File: src/rtl/xpal_pkg.sv
package xpal_pkg;
  typedef enum logic [1:0] {
    POS_R = 2'd0,
    POS_G = 2'd1,
    POS_B = 2'd2
  } pos_e;
endpackage

File: src/rtl/xpal_ctrl.sv
module xpal_ctrl
  import xpal_pkg::*;
#(
  parameter int DW    = 8,
  parameter int SEL_W = 2
) (
  input  logic             clk,
  input  logic             rst_n,
  input  logic             widx_ld,
  input  logic             ridx_ld,
  input  logic [DW-1:0]    idx_val,
  input  logic             data_wr,
  input  logic             data_rd,
  output pos_e             pos,
  output logic [DW-1:0]    wr_idx,
  output logic [DW-1:0]    rd_idx,
  output logic             stage_r_en,
  output logic             stage_g_en,
  output logic             commit
);
  logic    any_ld, wr_ok, rd_ok, at_blue;
  pos_e    pos_n;
  logic [DW-1:0] wr_idx_n, rd_idx_n;

  assign any_ld  = widx_ld | ridx_ld;
  assign wr_ok   = data_wr & ~any_ld;
  assign rd_ok   = data_rd & ~data_wr & ~any_ld;
  assign at_blue = (pos == POS_B);

  assign stage_r_en = wr_ok & (pos == POS_R);
  assign stage_g_en = wr_ok & (pos == POS_G);
  assign commit     = wr_ok & at_blue;

  always_comb begin
    pos_n = pos;
    if (any_ld)
      pos_n = POS_R;
    else if (wr_ok | rd_ok)
      pos_n = at_blue ? POS_R : pos_e'(pos + 2'd1);
  end

  always_comb begin
    wr_idx_n = wr_idx;
    if (widx_ld)
      wr_idx_n = idx_val;
    else if (commit)
      wr_idx_n = wr_idx + 1'b1;
  end

  always_comb begin
    rd_idx_n = rd_idx;
    if (ridx_ld)
      rd_idx_n = idx_val;
    else if (rd_ok & at_blue)
      rd_idx_n = rd_idx + 1'b1;
  end

  always_ff @(posedge clk or negedge rst_n) begin
    if (!rst_n) begin
      pos    <= POS_R;
      wr_idx <= '0;
      rd_idx <= '0;
    end else begin
      pos    <= pos_n;
      wr_idx <= wr_idx_n;
      rd_idx <= rd_idx_n;
    end
  end
endmodule

File: src/rtl/xpal_store.sv
module xpal_store #(
  parameter int DW      = 8,
  parameter int ENTRIES = 4,
  parameter int SEL_W   = 2
) (
  input  logic                      clk,
  input  logic                      rst_n,
  input  logic                      stage_r_en,
  input  logic                      stage_g_en,
  input  logic                      commit,
  input  logic [SEL_W-1:0]          wsel,
  input  logic [DW-1:0]             din,
  output logic [ENTRIES*3*DW-1:0]   ent_flat
);
  logic [DW-1:0] stage_r, stage_g;

  always_ff @(posedge clk or negedge rst_n) begin
    if (!rst_n) begin
      stage_r <= '0;
      stage_g <= '0;
    end else begin
      if (stage_r_en) stage_r <= din;
      if (stage_g_en) stage_g <= din;
    end
  end

  for (genvar e = 0; e < ENTRIES; e++) begin : g_ent
    logic            en;
    logic [3*DW-1:0] ent_q;
    assign en = commit & (wsel == SEL_W'(e));
    always_ff @(posedge clk or negedge rst_n) begin
      if (!rst_n)
        ent_q <= '0;
      else if (en)
        ent_q <= {stage_r, stage_g, din};
    end
    assign ent_flat[e*3*DW +: 3*DW] = ent_q;
  end
endmodule

File: src/rtl/xpal_widen.sv
module xpal_widen #(
  parameter int DW = 8
) (
  input  logic            dac8_mode,
  input  logic [3*DW-1:0] rgb_in,
  output logic [3*DW-1:0] rgb_out
);
  for (genvar c = 0; c < 3; c++) begin : g_comp
    logic [DW-1:0] v;
    assign v = rgb_in[c*DW +: DW];
    assign rgb_out[c*DW +: DW] = dac8_mode ? v : {v[DW-3:0], v[DW-3:DW-4]};
  end
endmodule

File: src/rtl/xpal_seq.sv
module xpal_seq
  import xpal_pkg::*;
#(
  parameter int DW      = 8,
  parameter int ENTRIES = 4
) (
  input  logic                    clk,
  input  logic                    rst_n,
  input  logic [DW-1:0]           host_din,
  input  logic                    widx_ld,
  input  logic                    ridx_ld,
  input  logic                    data_wr,
  input  logic                    data_rd,
  output logic [DW-1:0]           host_dout,
  input  logic                    dac8_mode,
  input  logic                    ovs_en,
  output logic [ENTRIES*3*DW-1:0] pal_rgb,
  output logic [3*DW-1:0]         border_rgb
);
  localparam int SEL_W = $clog2(ENTRIES);
  localparam int EW    = 3 * DW;

  logic [1:0] rst_sync;
  logic       rst_ns;

  always_ff @(posedge clk or negedge rst_n) begin
    if (!rst_n) rst_sync <= 2'b00;
    else        rst_sync <= {rst_sync[0], 1'b1};
  end
  assign rst_ns = rst_sync[1];

  pos_e                  pos;
  logic [DW-1:0]         wr_idx, rd_idx;
  logic                  stage_r_en, stage_g_en, commit;
  logic [ENTRIES*EW-1:0] ent_flat;

  xpal_ctrl #(.DW(DW), .SEL_W(SEL_W)) u_ctrl (
    .clk(clk), .rst_n(rst_ns),
    .widx_ld(widx_ld), .ridx_ld(ridx_ld), .idx_val(host_din),
    .data_wr(data_wr), .data_rd(data_rd),
    .pos(pos), .wr_idx(wr_idx), .rd_idx(rd_idx),
    .stage_r_en(stage_r_en), .stage_g_en(stage_g_en), .commit(commit)
  );

  xpal_store #(.DW(DW), .ENTRIES(ENTRIES), .SEL_W(SEL_W)) u_store (
    .clk(clk), .rst_n(rst_ns),
    .stage_r_en(stage_r_en), .stage_g_en(stage_g_en), .commit(commit),
    .wsel(wr_idx[SEL_W-1:0]), .din(host_din),
    .ent_flat(ent_flat)
  );

  for (genvar e = 0; e < ENTRIES; e++) begin : g_disp
    xpal_widen #(.DW(DW)) u_widen (
      .dac8_mode(dac8_mode),
      .rgb_in(ent_flat[e*EW +: EW]),
      .rgb_out(pal_rgb[e*EW +: EW])
    );
  end

  logic [EW-1:0] rd_ent;
  logic [DW-1:0] rd_comp;

  assign rd_ent = ent_flat[int'(rd_idx[SEL_W-1:0])*EW +: EW];

  always_comb begin
    case (pos)
      POS_R:   rd_comp = rd_ent[2*DW +: DW];
      POS_G:   rd_comp = rd_ent[DW +: DW];
      default: rd_comp = rd_ent[0 +: DW];
    endcase
  end

  assign host_dout  = dac8_mode ? rd_comp : (rd_comp & {2'b00, {(DW-2){1'b1}}});
  assign border_rgb = ovs_en ? pal_rgb[0 +: EW] : '0;
endmodule

File: config.mk
export PLATFORM = sky130hd
export DESIGN_NAME = xpal_seq
export DESIGN_NICKNAME = d
export VERILOG_FILES = /design/src/rtl/xpal_pkg.sv /design/src/rtl/xpal_ctrl.sv /design/src/rtl/xpal_store.sv /design/src/rtl/xpal_widen.sv /design/src/rtl/xpal_seq.sv
export SDC_FILE = /design/constraint.sdc
export NUM_CORES = 1
export LEC_CHECK = 0
export ABC_AREA = 1
export BUFFER_PORTS_ARGS = -buffer_cell sky130_fd_sc_hd__buf_2
export CORE_MARGIN = 2
export CORE_UTILIZATION = 52
export CTS_CLUSTER_DIAMETER = 40
export DETAILED_ROUTE_END_ITERATION = 6
export PLACE_DENSITY = 0.77
export SETUP_SLACK_MARGIN = 0.3
export SKIP_LAST_GASP = 1
export SLEW_MARGIN = 20
export SYNTH_ARGS = -nofsm -noshare
export SYNTH_HDL_FRONTEND = slang
export SYNTH_HIERARCHICAL = 1
export SYNTH_SLANG_ARGS = --single-unit
File: constraint.sdc
create_clock -name clk -period 3.8 [get_ports clk]
set_input_delay 0.57 -clock clk [delete_from_list [all_inputs] [get_ports clk]]
set_output_delay 0.57 -clock clk [all_outputs]
set_load 0.1 [all_outputs]
==> metrics.yaml, run 1 <==
multi_input_area_um2: 3850
max_cap_viol_count: 0
seq_area_um2: 3010
cts.repair.resized: 0
cpPeakStageDelay_ps: 850
hold_ws_ps: 346
path_max_fanout: 27
p_leak_uw: 0.00543
grt.total_usage: 0.316
gp_congestion: 0.999
syn_inst: 1164
slew_violations: 0
layout.nets: 1278
worstPathCellList: "inv_2 -> nand3_1 -> nand2_1 -> nand2_1 -> nand2_1 -> nor2_1 -> buf_2"
cts.htree.levels: 4
path_class: "reg2out"
fillCellCount: 1433
clkTransAtPathRegs_ps: 50
rows: 45
antenna_found_initial: 0
synth.avg_cell_area_um2: 6.80
die_w_um: 127
critPathBufInv: 2
clk_path_buf_depth: 2
post-cts-setup-buffers: 0
min_period_over_period: 0.844
dpl.hpwl_mm: 17.5
drt_iter0_markers: 987
yosys_warnings: 6
stdcell_count: 1461
fin_setup_tns_ps: 0
outcome: "complete, no violations"
hold_violations: 0
avgRoutedWirePerCell_um: 17.4
layout_common_cells: "nand2_1 (568), buf_2 (142), dfrtp_1 (118)"
hold_class: "reg2reg"
grt_max_degree: 67
fin_crit_ps: 3210
netlist_area_um2: 7910
final_common_cell: "nand2_1"
cts_inserted_buffers: 17
clock.fmax_mhz: 312
cts.sinks: 120
syn-num-nets: 1182
maxSlewHeadroom: 0.431
critPathCaptureType: "primary output"
cts_tree: "built"
area_growth_pct: 13.1
grt_pass1_wl_mm: 38.4
postRouteAntennaNets: 0
grt-ovfl-total: 0
dr_total_vias: 7892
cts_root_buf: "clkbuf_16"
rsz0062_at_grt: "no"
drtPass1Iterations: 5
grt_pass1_vias: 6771
portBuffers: 143
holdBufCountCts: 1
clk_latency_ps: 420
initial_core_util: 0.526
setup_violations: 0
crit_top_cell: "nand2_1"
place_inst: 1428
arrival_ps: 2640
fp.dieH_um: 127
dieArea_um2: 16200
io-pin-count: 144
fin_worst_skew_ps: 6.12
vias_per_cell: 5.40
power.density_nw_per_um2: 493
layout-drive-gt1-share: 0.225
core_um2: 15000
drt_wl_total_mm: 25.4
cp.required_ps: 3230
antenna_cells: 0
ir_drop_mv: 0.257
worst_pin_slew_ps: 850
critPathLaunchType: "flip-flop"
critical-path-top-delay-family: "flip-flops"
drc_errors: 0
crit_slowest_cell: "dfrtp_1"
[report_power, final]
group          internal [uW]  switching (uW)
combinational            209             953
sequential              1380             294
clock                    994             578
[state kept, by name, summed over array words and instances, names as in the netlist]
register,flops
rst_sync,2
u_ctrl/pos,2
u_ctrl/rd_idx,2
u_ctrl/wr_idx,2
u_store/g_ent.ent_q,96
u_store/stage_g,8
u_store/stage_r,8
[final timing paths]
path	start	endpoint	slack [ps]	depth (start not counted)
worst min register to register	rst_sync[0]	rst_sync[1]	350	0
worst max register to register	u_ctrl/pos[1]	u_store/g_ent[0].ent_q[20]	1450	6
worst max-delay path	u_ctrl/rd_idx[1]	host_dout[7]	590	7
worst min-delay path	rst_sync[0]	rst_sync[1]	350	0
min in group asynchronous	rst_sync[1]	u_store/g_ent[3].ent_q[5]	370	0
max in group asynchronous	rst_sync[1]	u_store/g_ent[1].ent_q[5]	2650	1
[per-stage QoR]
| step | setup WS (ps) | power [uW] | util | instance area (um^2) |
|---|---|---|---|---|
| detailed placement | 1050 | 2820 | 0.556 | 8360 |
| global placement | 1050 | 2820 | 0.556 | 8360 |
| CTS | 607 | 4380 | 0.595 | 8950 |
| global route | 418 | 4560 | 0.595 | 8950 |
| finish | 591 | 4410 | 0.595 | 8950 |
| floorplan | 969 | 2530 | - | 7920 |
[layout make-up]
class / count / area share
clock inverters: 12 / 0.0140
clock buffers: 20 / 0.0510
multi-input cells: 857 / 0.431
well taps: 188 / 0.0263
repair buffers: 152 / 0.0909
flip-flops and latches: 120 / 0.336
inverters: 112 / 0.0509
[metal layers]
layer,part of all wire,routed length [um],vias up,GRT usage
met5,0,0,-,0
met4,0.034,873,0,0.123
met3,0.12,2940,53,0.0963
met2,0.43,10900,390,0.441
met1,0.42,10600,3639,0.460
li1,-,-,3810,-
No activity file was read; power rests on OpenSTA's default activity.
==> inputs of run 2 (changes only) <==
==> constraint.sdc (replaced) <==
create_clock -name clk -period 2.9 [get_ports clk]
set_input_delay 0.435 -clock clk [delete_from_list [all_inputs] [get_ports clk]]
set_output_delay 0.435 -clock clk [all_outputs]
set_load 0.1 [all_outputs]
==> run 2 against run 1 <==
Clock-buffer cell count decreased by 1. Sequential power grew 31%. Largest cell class unchanged. Critical endpoint is now host_dout[2]. Sequential share of layout area down 0.85 points. Power grew 37%. Non-clock buffer count grew 8. Sequential cell count unchanged. Register-to-register slack worse by 730 ps. Highest routed layer unchanged. Final cell count is 0.62% higher. Via count up 2.4%. Utilization is 1.5 points higher. Cell area up 2.6%.
==> metrics.yaml, run 2 (synthesized netlist as in run 1, its figures left out) <==
reg_top3: "u_store/g_ent.ent_q: 96 flops, u_store/stage_g: 8 flops, u_store/stage_r: 8 flops"  # unchanged
stdcell_count: 1470  # was 1,461
power.density_nw_per_um2: 657  # was 493 nW/um^2
clock.fmax_mhz: 408
p_total_uw: 6030  # was 4410 uW
cts_root_buf: "clkbuf_16"  # unchanged
path_max_fanout: 42  # was 27
max_flop_register: "u_store/g_ent.ent_q"  # unchanged
grt-ovfl-total: 0  # unchanged
seq_area_um2: 3010  # unchanged
rows: 45  # unchanged
fin_setup_tns_ps: 0  # unchanged
grt.total_usage: 0.320  # was 0.316
critPathCaptureType: "primary output"  # unchanged
p_leak_uw: 0.00552  # was 0.00543 uW
ir_drop_mv: 0.424  # was 0.257 mV
layout_common_cells: "nand2_1 (568), buf_2 (134), dfrtp_1 (118)"  # was nand2_1 (568), buf_2 (142), dfrtp_1 (118)
pwr-share-comb: 0.270  # was 0.264
hold_ws_ps: 302  # was 346 ps
dieArea_um2: 16200  # unchanged
drt_wl_total_mm: 26.0  # was 25.4 mm
fin_worst_skew_ps: 16.0  # was 6.12 ps
die_w_um: 127  # unchanged
gp_congestion: 0.996  # was 0.999
cp.required_ps: 2470  # was 3230 ps
outcome: "complete, no violations"  # unchanged
drc_errors: 0  # unchanged
grt_pass1_wl_mm: 39.6  # was 38.4 mm
critPathLaunchType: "flip-flop"  # unchanged
vias_per_cell: 5.50  # was 5.40
setup_violations: 0  # unchanged
switching_power_uw: 2490  # was 1830 uW
place_inst: 1436  # was 1,428
final_common_cell: "nand2_1"  # unchanged
power_frac_clock: 0.367  # was 0.357
clk_latency_ps: 430  # was 420 ps
fin_util: 0.611  # was 0.595
cts.htree.levels: 4  # unchanged
dpl.hpwl_mm: 17.7  # was 17.5 mm
multi_input_area_um2: 3860  # was 3850 um^2
post-cts-setup-buffers: 0  # unchanged
rsz0062_at_grt: "no"  # unchanged
grt_pass1_vias: 7075  # was 6,771
clkTransAtPathRegs_ps: 60  # was 50 ps
initial_core_util: 0.526  # unchanged
drt_iter0_markers: 1299  # was 987
cts_inserted_buffers: 17  # unchanged
hold_class: "in2reg"  # was reg2reg
antenna_found_initial: 0  # unchanged
clk_path_buf_depth: 2  # unchanged
intPower_uw: 3540  # was 2580 uW
largest_reg_flops: 96  # unchanged
area_growth_pct: 16.0  # was 13.1%
p_seq_frac: 0.363  # was 0.379
cts_tree: "built"  # unchanged
core_um2: 15000  # unchanged
hold_violations: 0  # unchanged
dr_total_vias: 8083  # was 7,892
switching_share: 0.413  # was 0.414
fp.dieH_um: 127  # unchanged
fin_crit_ps: 2450
slew_violations: 0  # unchanged
io-pin-count: 144  # unchanged
grt_max_degree: 56  # was 67
path_class: "reg2out"  # unchanged
max_cap_viol_count: 0  # unchanged
arrival_ps: 2020  # was 2640 ps
fillCellCount: 1349  # was 1,433
cts.sinks: 120  # unchanged
layout.nets: 1286  # was 1,278
portBuffers: 143  # unchanged
maxSlewHeadroom: 0.288  # was 0.431
worst_pin_slew_ps: 1070  # was 850 ps
drtPass1Iterations: 6  # was 5
postRouteAntennaNets: 0  # unchanged
min_period_over_period: 0.846
avgRoutedWirePerCell_um: 17.7  # was 17.4 um
layout-drive-gt1-share: 0.233  # was 0.225
==> run 2: cell count changes in the layout (fill, tap and decap cells not counted), sizes merged <==
| cell | previous run | this run |
|---|---|---|
| buf | 151 | 159 |
| inv | 113 | 115 |
| bufinv | 2 | 3 |
| clkbuf | 20 | 19 |
| clkinv | 6 | 5 |
| clkinvlp | 3 | 2 |
| diode | 0 | 1 |
==> run 2: area by class of cell <==
class / instances / area share
Multi-Input combinational cell: 857 / 0.421
Sequential cell: 120 / 0.328
Timing Repair Buffer: 160 / 0.109
Inverter: 112 / 0.0499
Clock buffer: 19 / 0.0483
Tap cell: 188 / 0.0256
Clock inverter: 13 / 0.0187
Antenna cell: 1 / 0.000273
==> run 2: path summary, 6_finish.rpt <==
path	slack, ps	endpoint	start	depth (start not counted)
max in group asynchronous	1800	u_store/stage_g[4]	rst_sync[1]	1
max reg2reg	720	u_store/g_ent[2].ent_q[15]	u_ctrl/pos[1]	5
min reg2reg	350	u_store/g_ent[3].ent_q[3]	rst_sync[1]	0
max	450	host_dout[2]	u_ctrl/rd_idx[0]	8
min in group asynchronous	320	rst_sync[0]	rst_n	2
min	300	u_ctrl/pos[0]	data_rd	3
==> run 2: power groups by stage <==
| stage | registers [uW] | logic [uW] | clock network [uW] |
|---|---|---|---|
| floorplan | 1980 | 1340 | 0 |
| global placement | 2180 | 1600 | 0 |
| detailed placement | 2180 | 1610 | 0 |
| CTS | 2150 | 1620 | 2200 |
| global route | 2180 | 1720 | 2290 |
| finish | 2190 | 1630 | 2210 |
==> run 2: repair_timing <==
item | 4_1_cts | 5_1_grt
endpoints found under the setup margin | 2 | 8
resized for setup | 2 | 2
hold endpoints to repair | 2 | 0
hold buffers | 1 | 0
==> run 2: routing by layer <==
metal,wire [um],vias to the layer above,global-route usage
li1,-,3820,-
met1,10300,3685,0.457
met2,11400,499,0.471
met3,3440,79,0.0846
met4,915,0,0.115
met5,0,-,0
==> run 2: worst max-delay path: stages (launching register included) <==
cell,delay (ps)
dfrtp_1,410
inv_4,330
buf_4,200
nand2_1,60
nand3_1,90
nand2_1,60
nand2_1,50
nand3_1,160
buf_12,220
==> run 2: through the flow <==
stage,worst slack [ps],area [um^2]
2_1_floorplan,346,7920
3_3_place_gp,629,8540
3_5_place_dp,614,8540
4_1_cts,324,9170
5_1_grt,349,9180
6_report,447,9180
